<file path="src/rtl/uft_pkg.sv">
// Package: shared constants and trigger decoding for the FIFO trigger controller.
// Assumes byte-wide queues and the fixed four trigger levels of a 16550-class port.
package uft_pkg;

    // Bit positions inside the control byte; the host software depends on these.
    localparam int unsigned CB_EN    = 0;
    localparam int unsigned CB_RXCLR = 1;
    localparam int unsigned CB_TXCLR = 2;
    localparam int unsigned CB_DMA   = 3;
    localparam int unsigned CB_TXLO  = 4;
    localparam int unsigned CB_RXLO  = 6;

    typedef enum logic [1:0] {
        TRIG_ONE      = 2'b00,
        TRIG_FOUR     = 2'b01,
        TRIG_EIGHT    = 2'b10,
        TRIG_FOURTEEN = 2'b11
    } trig_code_e;

    // Map a 2-bit trigger code to a character count.
    function automatic int unsigned trig_chars(input logic [1:0] code);
        case (trig_code_e'(code))
            TRIG_ONE:   return 1;
            TRIG_FOUR:  return 4;
            TRIG_EIGHT: return 8;
            default:    return 14;
        endcase
    endfunction

endpackage

</file>
<file path="src/rtl/uft_ctrl.sv">
// Module: control byte decoder.
// Holds enable, DMA flag and both trigger codes; produces one-cycle queue
// clear strobes and the single shared trigger level. Assumes fcr_we is a
// single-cycle strobe; clear strobes are combinational from that write.
module uft_ctrl #(
    parameter int CW = 5
) (
    input  logic          clk,
    input  logic          rst_n,
    input  logic          we,
    input  logic [7:0]    wdata,
    input  logic          enh,
    output logic          fifo_en,
    output logic          dma_mode,
    output logic          clr_rx,
    output logic          clr_tx,
    output logic [CW-1:0] trig_level,
    output logic [7:0]    rdata
);
    import uft_pkg::*;

    logic       en_q;
    logic       dma_q;
    logic [1:0] rx_code_q;
    logic [1:0] tx_code_q;
    logic       use_tx_q;
    logic [1:0] rx_code_n;
    logic [1:0] tx_code_n;
    logic       en_flip;
    logic       rx_changed;
    logic       tx_changed;
    logic [1:0] sel_code;

    // Decode the incoming write: new codes, change flags, clear strobes.
    always_comb begin
        rx_code_n  = wdata[CB_RXLO +: 2];
        tx_code_n  = enh ? wdata[CB_TXLO +: 2] : tx_code_q;
        rx_changed = we && (rx_code_n != rx_code_q);
        tx_changed = we && (tx_code_n != tx_code_q);
        en_flip    = we && (wdata[CB_EN] != en_q);
        clr_rx     = (we && wdata[CB_EN] && wdata[CB_RXCLR]) || en_flip;
        clr_tx     = (we && wdata[CB_EN] && wdata[CB_TXCLR]) || en_flip;
    end

    // Store the control fields and remember which trigger field moved last.
    always_ff @(posedge clk) begin
        if (!rst_n) begin
            en_q      <= 1'b0;
            dma_q     <= 1'b0;
            rx_code_q <= 2'b00;
            tx_code_q <= 2'b00;
            use_tx_q  <= 1'b0;
        end else if (we) begin
            en_q      <= wdata[CB_EN];
            dma_q     <= wdata[CB_DMA];
            rx_code_q <= rx_code_n;
            tx_code_q <= tx_code_n;
            if (rx_changed)
                use_tx_q <= 1'b0;
            else if (tx_changed)
                use_tx_q <= 1'b1;
        end
    end

    // Resolve the shared level; character mode forces a level of one.
    always_comb begin
        sel_code   = use_tx_q ? tx_code_q : rx_code_q;
        trig_level = en_q ? CW'(trig_chars(sel_code)) : CW'(1);
    end

    // Readback: the clear request bits always read as zero.
    always_comb begin
        rdata            = 8'h00;
        rdata[CB_EN]     = en_q;
        rdata[CB_DMA]    = dma_q;
        rdata[CB_TXLO +: 2] = tx_code_q;
        rdata[CB_RXLO +: 2] = rx_code_q;
    end

    assign fifo_en  = en_q;
    assign dma_mode = dma_q;

endmodule

</file>
<file path="src/rtl/uft_fifo.sv">
// Module: byte queue with single-entry character mode.
// Drops pushes when full (sticky overflow), ignores pops when empty and
// keeps the last popped byte on rdata. A clear empties pointers, count and
// overflow only; storage and rdata are left as they were. Clear beats push/pop.
module uft_fifo #(
    parameter int DW    = 8,
    parameter int DEPTH = 16,
    parameter int CW    = $clog2(DEPTH + 1),
    parameter int AW    = (DEPTH > 1) ? $clog2(DEPTH) : 1
) (
    input  logic          clk,
    input  logic          rst_n,
    input  logic          clr,
    input  logic          cap_one,
    input  logic          push,
    input  logic [DW-1:0] wdata,
    input  logic          pop,
    output logic [DW-1:0] rdata,
    output logic [CW-1:0] count,
    output logic          full,
    output logic          overflow,
    output logic          push_ok,
    output logic          pop_ok
);
    localparam logic [AW-1:0] LAST = AW'(DEPTH - 1);

    logic [DW-1:0] mem [DEPTH];
    logic [AW-1:0] wr_ptr;
    logic [AW-1:0] rd_ptr;

    // Accept decisions from the current fill and the active capacity.
    always_comb begin
        full    = cap_one ? (count != '0) : (count == CW'(DEPTH));
        push_ok = push && !full;
        pop_ok  = pop && (count != '0);
    end

    // Storage: one write-enabled register per entry.
    for (genvar g = 0; g < DEPTH; g++) begin : g_slot
        always_ff @(posedge clk) begin
            if (push_ok && !clr && (wr_ptr == AW'(g)))
                mem[g] <= wdata;
        end
    end

    // Pointer, count and overflow bookkeeping.
    always_ff @(posedge clk) begin
        if (!rst_n) begin
            wr_ptr   <= '0;
            rd_ptr   <= '0;
            count    <= '0;
            overflow <= 1'b0;
        end else if (clr) begin
            wr_ptr   <= '0;
            rd_ptr   <= '0;
            count    <= '0;
            overflow <= 1'b0;
        end else begin
            if (push_ok)
                wr_ptr <= (wr_ptr == LAST) ? '0 : wr_ptr + 1'b1;
            if (pop_ok)
                rd_ptr <= (rd_ptr == LAST) ? '0 : rd_ptr + 1'b1;
            if (push && full)
                overflow <= 1'b1;
            case ({push_ok, pop_ok})
                2'b10:   count <= count + 1'b1;
                2'b01:   count <= count - 1'b1;
                default: count <= count;
            endcase
        end
    end

    // Output register: holds the most recently popped byte.
    always_ff @(posedge clk) begin
        if (!rst_n)
            rdata <= '0;
        else if (pop_ok && !clr)
            rdata <= mem[rd_ptr];
    end

endmodule

</file>
<file path="src/rtl/uft_irq.sv">
// Module: receive and transmit trigger requests.
// Receive: level compare of fill against the trigger. Transmit: an armed
// flag records whether the refill since the last request rose above the
// trigger; a pop then fires below the trigger (armed) or at empty (not armed).
// Assumes push_ok/pop_ok come from the transmit queue's accept logic.
module uft_irq #(
    parameter int CW = 5
) (
    input  logic          clk,
    input  logic          rst_n,
    input  logic          tx_clr,
    input  logic          tx_push_ok,
    input  logic          tx_pop_ok,
    input  logic [CW-1:0] tx_count,
    input  logic [CW-1:0] rx_count,
    input  logic [CW-1:0] trig_level,
    output logic          tx_irq,
    output logic          rx_irq
);
    logic          armed_q;
    logic          tx_irq_q;
    logic [CW-1:0] tx_next;
    logic          fire;

    // Fill the transmit queue will hold after this cycle.
    always_comb begin
        tx_next = tx_count;
        if (tx_push_ok && !tx_pop_ok)
            tx_next = tx_count + 1'b1;
        else if (tx_pop_ok && !tx_push_ok)
            tx_next = tx_count - 1'b1;
        fire = armed_q ? (tx_next < trig_level) : (tx_next == '0);
    end

    // Transmit request and reload memory.
    always_ff @(posedge clk) begin
        if (!rst_n) begin
            tx_irq_q <= 1'b1;
            armed_q  <= 1'b0;
        end else if (tx_clr) begin
            tx_irq_q <= 1'b1;
            armed_q  <= 1'b0;
        end else if (tx_push_ok) begin
            tx_irq_q <= 1'b0;
            if (tx_next > trig_level)
                armed_q <= 1'b1;
        end else if (tx_pop_ok && fire) begin
            tx_irq_q <= 1'b1;
            armed_q  <= 1'b0;
        end
    end

    assign tx_irq = tx_irq_q;
    assign rx_irq = (rx_count >= trig_level);

endmodule

</file>
<file path="src/rtl/uart_fifo_trig_ctrl.sv">
// Module: top of the UART FIFO trigger-interrupt controller.
// Wires the control decoder, the two byte queues and the request logic.
// Assumes a single clock domain and a synchronous active-low reset.
module uart_fifo_trig_ctrl #(
    parameter int DEPTH = 16,
    parameter int DW    = 8
) (
    input  logic                         clk,
    input  logic                         rst_n,
    input  logic                         fcr_we,
    input  logic [7:0]                   fcr_wdata,
    input  logic                         efr_enh,
    input  logic                         tx_push,
    input  logic [DW-1:0]                tx_wdata,
    input  logic                         tx_pop,
    output logic [DW-1:0]                tx_rdata,
    output logic [$clog2(DEPTH+1)-1:0]   tx_count,
    output logic                         tx_full,
    output logic                         tx_overflow,
    output logic                         tx_irq,
    input  logic                         rx_push,
    input  logic [DW-1:0]                rx_wdata,
    input  logic                         rx_pop,
    output logic [DW-1:0]                rx_rdata,
    output logic [$clog2(DEPTH+1)-1:0]   rx_count,
    output logic                         rx_full,
    output logic                         rx_overflow,
    output logic                         rx_irq,
    output logic                         fifo_en,
    output logic                         dma_mode,
    output logic [$clog2(DEPTH+1)-1:0]   trig_level,
    output logic [7:0]                   fcr_rdata
);
    localparam int CW = $clog2(DEPTH + 1);

    logic clr_rx;
    logic clr_tx;
    logic tx_push_ok;
    logic tx_pop_ok;
    logic rx_push_ok;
    logic rx_pop_ok;

    uft_ctrl #(.CW(CW)) u_ctrl (
        .clk        (clk),
        .rst_n      (rst_n),
        .we         (fcr_we),
        .wdata      (fcr_wdata),
        .enh        (efr_enh),
        .fifo_en    (fifo_en),
        .dma_mode   (dma_mode),
        .clr_rx     (clr_rx),
        .clr_tx     (clr_tx),
        .trig_level (trig_level),
        .rdata      (fcr_rdata)
    );

    uft_fifo #(.DW(DW), .DEPTH(DEPTH), .CW(CW)) u_txq (
        .clk      (clk),
        .rst_n    (rst_n),
        .clr      (clr_tx),
        .cap_one  (!fifo_en),
        .push     (tx_push),
        .wdata    (tx_wdata),
        .pop      (tx_pop),
        .rdata    (tx_rdata),
        .count    (tx_count),
        .full     (tx_full),
        .overflow (tx_overflow),
        .push_ok  (tx_push_ok),
        .pop_ok   (tx_pop_ok)
    );

    uft_fifo #(.DW(DW), .DEPTH(DEPTH), .CW(CW)) u_rxq (
        .clk      (clk),
        .rst_n    (rst_n),
        .clr      (clr_rx),
        .cap_one  (!fifo_en),
        .push     (rx_push),
        .wdata    (rx_wdata),
        .pop      (rx_pop),
        .rdata    (rx_rdata),
        .count    (rx_count),
        .full     (rx_full),
        .overflow (rx_overflow),
        .push_ok  (rx_push_ok),
        .pop_ok   (rx_pop_ok)
    );

    uft_irq #(.CW(CW)) u_irq (
        .clk        (clk),
        .rst_n      (rst_n),
        .tx_clr     (clr_tx),
        .tx_push_ok (tx_push_ok),
        .tx_pop_ok  (tx_pop_ok),
        .tx_count   (tx_count),
        .rx_count   (rx_count),
        .trig_level (trig_level),
        .tx_irq     (tx_irq),
        .rx_irq     (rx_irq)
    );

endmodule

</file>
<file path="config.mk">
export PLATFORM = sky130hd
export DESIGN_NAME = uart_fifo_trig_ctrl
export DESIGN_NICKNAME = d
export VERILOG_FILES = /design/src/rtl/uft_pkg.sv /design/src/rtl/uft_ctrl.sv /design/src/rtl/uft_fifo.sv /design/src/rtl/uft_irq.sv /design/src/rtl/uart_fifo_trig_ctrl.sv
export SDC_FILE = /design/constraint.sdc
export NUM_CORES = 1
export LEC_CHECK = 0
export BUFFER_PORTS_ARGS = -buffer_cell sky130_fd_sc_hd__clkbuf_2
export CORE_ASPECT_RATIO = 1.1
export CORE_MARGIN = 2
export CORE_UTILIZATION = 41
export DETAILED_ROUTE_END_ITERATION = 16
export GPL_TIMING_DRIVEN = 0
export SKIP_CTS_REPAIR_TIMING = 1
export SYNTH_ARGS = -nofsm -noshare
export SYNTH_HDL_FRONTEND = slang
export SYNTH_SLANG_ARGS = --single-unit
</file>
<file path="constraint.sdc">
create_clock -name clk -period 3.6 [get_ports clk]
set_input_delay 0.54 -clock clk [delete_from_list [all_inputs] [get_ports clk]]
set_output_delay 0.54 -clock clk [all_outputs]
set_load 0.01 [all_outputs]
</file>
Word-level counts from Yosys, hierarchy flattened
Memories as Yosys holds them, arrays and structs flattened. A register that Yosys moved wholly into a read port is not among the register bits.
Index checks and enable logic that the tools add are counted.
{"block": "op_classes", "n_addsub": 8, "n_mul": 0, "div_mod_pow": 0, "order_cmp": 3, "eq_ne": 44, "shifts": 0, "muxes": 176, "bitwise_logic": 1, "n_reduce_logical": 105}
{"op": "two-way mux 8 bit", "count": 30}
{"op": "OR reduction 8 bit", "count": 30}
{"op": "two-way mux 4 bit", "count": 35}
{"op": "two-way mux 1 bit", "count": 104}
{"op": "equality test 4 bit, second input constant", "count": 18}
{"op": "logical AND 1 bit", "count": 51}
{"op": "equality test 4 x 3 -> 1 bit, second input constant", "count": 8}
{"op": "one-hot mux 5 bit (2 select lines)", "count": 2}
{"op": "adder 4 x 1 -> 4 bit, second input constant", "count": 4}
{"op": "equality test 4 x 2 -> 1 bit, second input constant", "count": 4}
{"op": "one-hot mux 4 bit (3 select lines)", "count": 1}
{"op": "adder 5 x 1 -> 5 bit, second input constant", "count": 2}
{"op": "equality test 5 bit, second input constant", "count": 2}
{"op": "two-way mux 5 bit", "count": 2}
{"op": "nonzero test 5 bit", "count": 2}
{"op": "subtractor 5 x 1 -> 5 bit, second input constant", "count": 2}
{"op": "equality test 4 x 1 -> 1 bit, second input constant", "count": 2}
{"op": "logical NOT 1 bit", "count": 8}
{"op": "logical NOT 4 bit", "count": 2}
{"op": "nonzero test 2 bit", "count": 4}
{"op": "equality test 2 x 1 -> 1 bit, second input constant", "count": 3}
{"op": "equality test 2 bit, second input constant", "count": 3}
{"op": "greater-or-equal comparator 5 x 4 -> 1 bit", "count": 1}
{"op": "> comparator 5 x 4 -> 1 bit", "count": 1}
{"op": "other kinds (11)", "count": 16}
{"block": "totals", "ff_bits": 37, "latchBits": 0, "ram_bits": 256, "rom_bits": 0, "in_bits": 32, "output_inout_bits": 47, "memories": 2}
{"name": "u_rxq.mem", "words": 16, "word_bits": 8, "rd": 1, "rd_clocked_by_memory_dff": 1, "wr": 1, "line": "uft_fifo.sv:27", "text": "logic [DW-1:0] mem [DEPTH];"}
{"name": "u_txq.mem", "words": 16, "word_bits": 8, "rd": 1, "rd_clocked_by_memory_dff": 1, "wr": 1, "line": "uft_fifo.sv:27"}

Depth between registers and ports, before layout
{"block": "logic_depth", "word_depth": 24, "depth_mapped": 15, "mapped_depth_nobuf": 15}

Hierarchy
From an unflattened synthesis, not the netlist that was laid out.
{"block": "unflattened", "hier_cells": 879, "hier_area_um2": 13186.4}
{"module": "uft_fifo", "n_inst": 2, "cells_each": 380, "area_each_um2": 6104.6, "seq_area_each_um2": 4284.1}
{"module": "uft_irq", "n_inst": 1, "cells_each": 70, "area_each_um2": 558.0, "seq_area_each_um2": 40.0}
{"module": "uft_ctrl", "n_inst": 1, "cells_each": 48, "area_each_um2": 415.4, "seq_area_each_um2": 140.1}
{"module": "uart_fifo_trig_ctrl", "n_inst": 1, "cells_each": 1, "area_each_um2": 3.8, "seq_area_each_um2": 0.0}

Worst setup path after synthesis
No wires, ideal clock.
{"block": "synth_timing", "kind": "register -> register", "start": "reg u_txq.count[0]", "end": "reg u_irq.armed_q", "setup_time_ns": 0.141, "t_arrival_ns": 3.295, "t_required_ns": 3.459, "slack_ns": 0.164, "path_stages_with_launch": 14, "path_buffers": 0, "cell_sequence": "dfxtp_1 inv_1 ha_1 nor3b_1 o211ai_1 ha_1 or4b_4 o22ai_2 xor2_1 ha_1 a21oi_1 nand3_1 o31ai_1 a21oi_1"}
{"block": "synth_via", "elab_chain_cells": 13}
{"element": "from (decl)", "line": "uft_fifo.sv:19", "text": "output logic [CW-1:0] count,"}
{"element": "from (signal assigned)", "line": "uft_fifo.sv:66", "text": "2'b10: count <= count + 1'b1;"}
{"element": "from (signal assigned)", "line": "uft_fifo.sv:67", "text": "2'b01: count <= count - 1'b1;"}
{"element": "from (signal assigned)", "line": "uft_fifo.sv:68", "text": "default: count <= count;"}
{"element": "equality test 5 bit / nonzero test 5 bit (equally long branches)", "line": "uft_fifo.sv:33, uft_fifo.sv:35"}
{"element": "two-way mux 1 bit", "line": "uft_fifo.sv:33", "text": "full = cap_one ? (count != '0) : (count == CW'(DEPTH));"}
{"element": "logical NOT 1 bit", "line": "uft_fifo.sv:34", "text": "push_ok = push && !full;"}
{"element": "logical AND 1 bit", "line": "uft_fifo.sv:34"}
{"element": "logical NOT 1 bit", "line": "uft_irq.sv:30", "text": "else if (tx_pop_ok && !tx_push_ok)"}
{"element": "logical AND 1 bit", "line": "uft_irq.sv:30"}
{"element": "two-way mux 5 bit", "line": "uft_irq.sv:30"}
{"element": "two-way mux 5 bit", "line": "uft_irq.sv:28", "text": "if (tx_push_ok && !tx_pop_ok)"}
{"element": "less-than comparator 5 x 4 -> 1 bit / logical NOT 5 bit (equally long branches)", "line": "uft_irq.sv:32", "text": "fire = armed_q ? (tx_next < trig_level) : (tx_next == '0);"}
{"element": "two-way mux 1 bit", "line": "uft_irq.sv:32"}
{"element": "logical AND 1 bit", "line": "uft_irq.sv:47", "text": "end else if (tx_pop_ok && fire) begin"}
{"element": "nonzero test 2 bit (no line)"}
{"element": "AND reduction 2 bit (no line)"}
{"element": "to (signal assigned)", "line": "uft_irq.sv:39", "text": "armed_q <= 1'b0;"}
{"element": "to (signal assigned)", "line": "uft_irq.sv:46", "text": "armed_q <= 1'b1;"}
{"element": "to (signal assigned)", "line": "uft_irq.sv:49", "text": "armed_q <= 1'b0;"}
{"element": "to (decl)", "line": "uft_irq.sv:20", "text": "logic armed_q;"}
Parallel ways exist; a longest one is shown, timed or not.
A chain may end at the register's enable or synchronous reset.

Worst setup path after layout
{"block": "layout_timing", "start": "reg u_txq.count[0]", "end": "reg u_irq.armed_q"}
{"element": "nonzero test 5 bit *", "line": "uft_fifo.sv:35", "text": "pop_ok = pop && (count != '0);"}
{"element": "logical AND 1 bit *", "line": "uft_fifo.sv:35"}
{"element": "via tx_pop_ok", "line": "uart_fifo_trig_ctrl.sv:39", "text": "logic tx_pop_ok;"}
{"element": "logical AND 1 bit / logical NOT 1 bit (equally long branches)", "line": "uft_irq.sv:30, uft_irq.sv:28"}
{"element": "two-way mux 5 bit / logical AND 1 bit (equally long branches)", "line": "uft_irq.sv:30, uft_irq.sv:28"}
{"element": "two-way mux 5 bit", "line": "uft_irq.sv:28"}
{"element": "less-than comparator 5 x 4 -> 1 bit / logical NOT 5 bit (equally long branches)", "line": "uft_irq.sv:32"}
{"element": "two-way mux 1 bit", "line": "uft_irq.sv:32"}
{"element": "logical AND 1 bit", "line": "uft_irq.sv:47"}
{"element": "nonzero test 2 bit (no line)"}
{"element": "AND reduction 2 bit (no line) *"}
Mark *: on every way through the listed nets, which the timed path passes. The rest lies on a longest branch.

==> results.json <==
{
  "cp_max_fo": 6,
  "cp.arrival_ns": 3.67,
  "dr.pass1.iters": 4,
  "met3_usage_pct": 2.47,
  "synth_area_mm2": 0.0130,
  "finalWorstSetupSlack_ns": 0.299,
  "clock-root-buffer": "clkbuf_16",
  "async_flop_share_pct": 0,
  "synth_cell_types": 56,
  "drive_gt1_share_pct": 24.7,
  "clk-insertion-delay-late_ns": 0.52,
  "status": "finished, final reports clean",
  "setup_violations": 0,
  "clock_skew_ns": 0.0180,
  "synth-xor-area-share_pct": 1.15,
  "ios": 79,
  "cts_buffers": 34,
  "die_area_mm2": 0.0331,
  "switching_power_mw": 2.64,
  "min-delay-path-class": "in2reg",
  "clockBufferDepth": 3,
  "path_class": "reg2reg",
  "met2_usage_pct": 29.3,
  "detail_route.iter0.violations": 460,
  "cp_slowest_cell": "or3b_1",
  "crit_required_ns": 3.97,
  "postLayoutCellArea_mm2": 0.0152,
  "grt_use_met1_pct": 22.1,
  "tightest_slew_ns": 1.33,
  "yosys_register_bits": 309,
  "cap_violations": 0,
  "clockPowerShare_pct": 37.0,
  "wirelength_mm": 27.4,
  "row_count": 68,
  "layout.cells.non_filler": 1361,
  "grt_pass1_vias": 7181,
  "reg2reg_depth": 16,
  "clock_sinks": 309,
  "fp.coreArea_mm2": 0.0313,
  "synth_top_area_share_pct": 59.2,
  "nets": 976,
  "via_per_inst": 5.19,
  "synth_cells": 794,
  "synth_mux_area_share_pct": 13.6,
  "synth_area_leaders": "edfxtp_1 (59%), dfxtp_1 (8.2%), mux4_2 (7.5%), mux4_1 (4.3%), ha_1 (2.7%)",
  "grt_pass1_wl_mm": 42.3,
  "rsz0062_at_grt": "false",
  "diodes": 0,
  "synthTopCellsByCount": "edfxtp_1 (256), nor2_1 (55), dfxtp_1 (53)",
  "endpoint_kind": "register",
  "fillers": 2765,
  "timing.rr.start": "u_txq.count[0]$_SDFFE_PP0P_",
  "ys.flop_type": "edfxtp_1",
  "grt_busiest_layer": "met2",
  "dp_hpwl_mm": 18.0,
  "clkTransAtPathRegs_ns": 0.06,
  "rrSetupSlack_ns": 0.30,
  "intPower_mw": 7.23,
  "post-route-util_pct": 48.5,
  "path_cells": "inv_1 > ha_2 > or3b_1 > o21ai_4 > inv_2 > ha_2 > buf_4 > ha_1 > inv_1 > o21ai_1 > ha_1 > nor2b_1 > o211ai_1 > nand3_1 > o31ai_1 > a21oi_1",
  "synth_simple_gate_area_share_pct": 6.29,
  "area_delta_synth_final_pct": 17.0,
  "placed_area_mm2": 0.0139,
  "io_buffers": 74,
  "routabilityCongestion": 0.798,
  "track_usage_pct": 16.9,
  "start_util_pct": 41.4,
  "layout_worst_path_cycle_share_pct": 91.7,
  "placed_cells": 1290,
  "hold_depth": 3,
  "hold_violations": 0,
  "synth_edf_count": 256,
  "yosys.cell_count.top_type": "edfxtp_1",
  "num_vias": 7060,
  "peakVddDrop_mv": 0.476,
  "grt_max_degree": 17,
  "synth.avg_cell_area_um2": 16.3,
  "synth_top_family_by_area": "multiplexers",
  "hp-start": "tx_push",
  "htree_levels": 2,
  "die_y_um": 191,
  "antenna_found_initial": 0,
  "seq_power_share_pct": 42.2,
  "powerDensity_mw_per_mm2": 650,
  "slew_viol_final": 0,
  "r2r_end": "u_irq.armed_q$_SDFFE_PP0P_",
  "synth_area_leader_cell": "edfxtp_1",
  "cp-start-kind": "register",
  "cts_tree": "done",
  "switching_share_pct": 26.8,
  "ys_warn_count": 0,
  "ant_nets": 0,
  "comb_power_share_pct": 20.8,
  "dp_slack_ns": -0.375,
  "crit_path_max_incr_delay_ns": 0.40,
  "seq_area_frac_synth_pct": 67.4,
  "die_w_um": 174,
  "synth_compound_area_share_pct": 5.82,
  "synthAdderAreaFrac_pct": 2.85,
  "drc": 0,
  "p_leak_nw": 5.20,
  "clock.fmax_mhz": 303,
  "slew_headroom_pct": 10.4,
  "fin_crit_ns": 3.30,
  "p_total_mw": 9.87,
  "detail_route.wl_per_cell_um": 20.1,
  "whs_endpoint": "u_txq.overflow$_SDFFE_PP0P_",
  "grt.overflow.total": 0
}
==> final cells by class <==
type	count	area (um^2)	share of cell area, %
Timing Repair Buffer	84	445	2.93
Clock inverter	20	270	1.78
Multi-Input combinational cell	420	3920	25.8
Sequential cell	309	8750	57.6
Inverter	24	90.1	0.593
Tap cell	420	526	3.46
Clock buffer	42	911	6.00
Buffer	42	278	1.83
==> power by group through the flow <==
| stage | Clock (mW) | Sequential [mW] | Combinational, mW |
|---|---|---|---|
| finish | 3.65 | 4.16 | 2.05 |
| global route | 3.87 | 4.18 | 2.27 |
| CTS | 3.73 | 4.16 | 1.94 |
| detailed placement | 0 | 4.24 | 1.94 |
| global placement | 0 | 4.23 | 1.92 |
| floorplan | 0 | 4.24 | 1.34 |
==> stage by stage <==
| stage | setup TNS, ns | hold slack, ns |
|---|---|---|
| 5_1_grt | 0 | 0.285 |
| 3_3_place_gp | -0.643 | 0.451 |
| 4_1_cts | -0.685 | 0.265 |
| 3_5_place_dp | -1.02 | 0.460 |
| 6_report | 0 | 0.285 |
| 2_1_floorplan | 0 | 0.476 |
==> sequential cells by signal, summed over array words and instances (netlist names), 2 cells and up <==
register / cells
u_ctrl.rx_code_q: 2
u_ctrl.tx_code_q: 2
u_rxq.count: 5
u_rxq.mem: 128
u_rxq.rd_ptr: 4
u_rxq.rdata: 8
u_rxq.wr_ptr: 4
u_txq.count: 5
u_txq.mem: 128
u_txq.rd_ptr: 4
u_txq.rdata: 8
u_txq.wr_ptr: 4
==> critical path, delay by kind of cell (launching register included) <==
kind | cells | cell delay [ns]
adder cells (fa/ha/maj) | 4 | 0.90
flip-flops | 1 | 0.35
buffers and inverters | 4 | 0.41
AO/OA/AOI/OAI | 5 | 0.93
AND/OR/NAND/NOR | 3 | 0.55
==> kinds of logic after synthesis <==
kind of cell | count (synthesis)
flops | 309
mux | 88
buf+inv | 67
compound gates | 116
simple gates | 167
fa+ha+maj | 29
xor+xnor | 17
other cells | 1
==> metal layers <==
metal	part of all wire, %	up-vias
met3	4.3	41
met4	2.3	0
met2	50	143
met5	0	-
li1	-	3347
met1	43	3529
==> cell usage in the layout, fill, tap and decap left out, types with 12 or more instances in the layout <==
master	n
edfxtp_1	256
clkbuf_2	75
nor2_1	55
dfxtp_1	51
a21oi_1	47
nand2_1	44
mux4_2	43
clkbuf_16	34
ha_1	25
mux2i_1	22
nor2b_1	22
inv_1	22
mux4_1	21
buf_4	18
a211oi_1	17
a22o_1	16
clkbuf_1	15
nor3_1	14
buf_2	12
==> worst max path at each step <==
stage / slack (ns) / start / to / cells past startpoint
2_1_floorplan: 0.16 / u_txq.count[0]$_SDFFE_PP0P_ / u_irq.armed_q$_SDFFE_PP0P_ / 13
3_3_place_gp: -0.38 / u_txq.count[0]$_SDFFE_PP0P_ / u_irq.armed_q$_SDFFE_PP0P_ / 13
3_5_place_dp: -0.38 / u_txq.count[0]$_SDFFE_PP0P_ / u_irq.armed_q$_SDFFE_PP0P_ / 13
4_1_cts: -0.40 / u_txq.count[0]$_SDFFE_PP0P_ / u_irq.armed_q$_SDFFE_PP0P_ / 13
5_1_grt: 0.04 / u_txq.count[0]$_SDFFE_PP0P_ / u_irq.armed_q$_SDFFE_PP0P_ / 16
6_report: 0.30 / u_txq.count[0]$_SDFFE_PP0P_ / u_irq.armed_q$_SDFFE_PP0P_ / 16
Power figures use the tool's default switching activity.
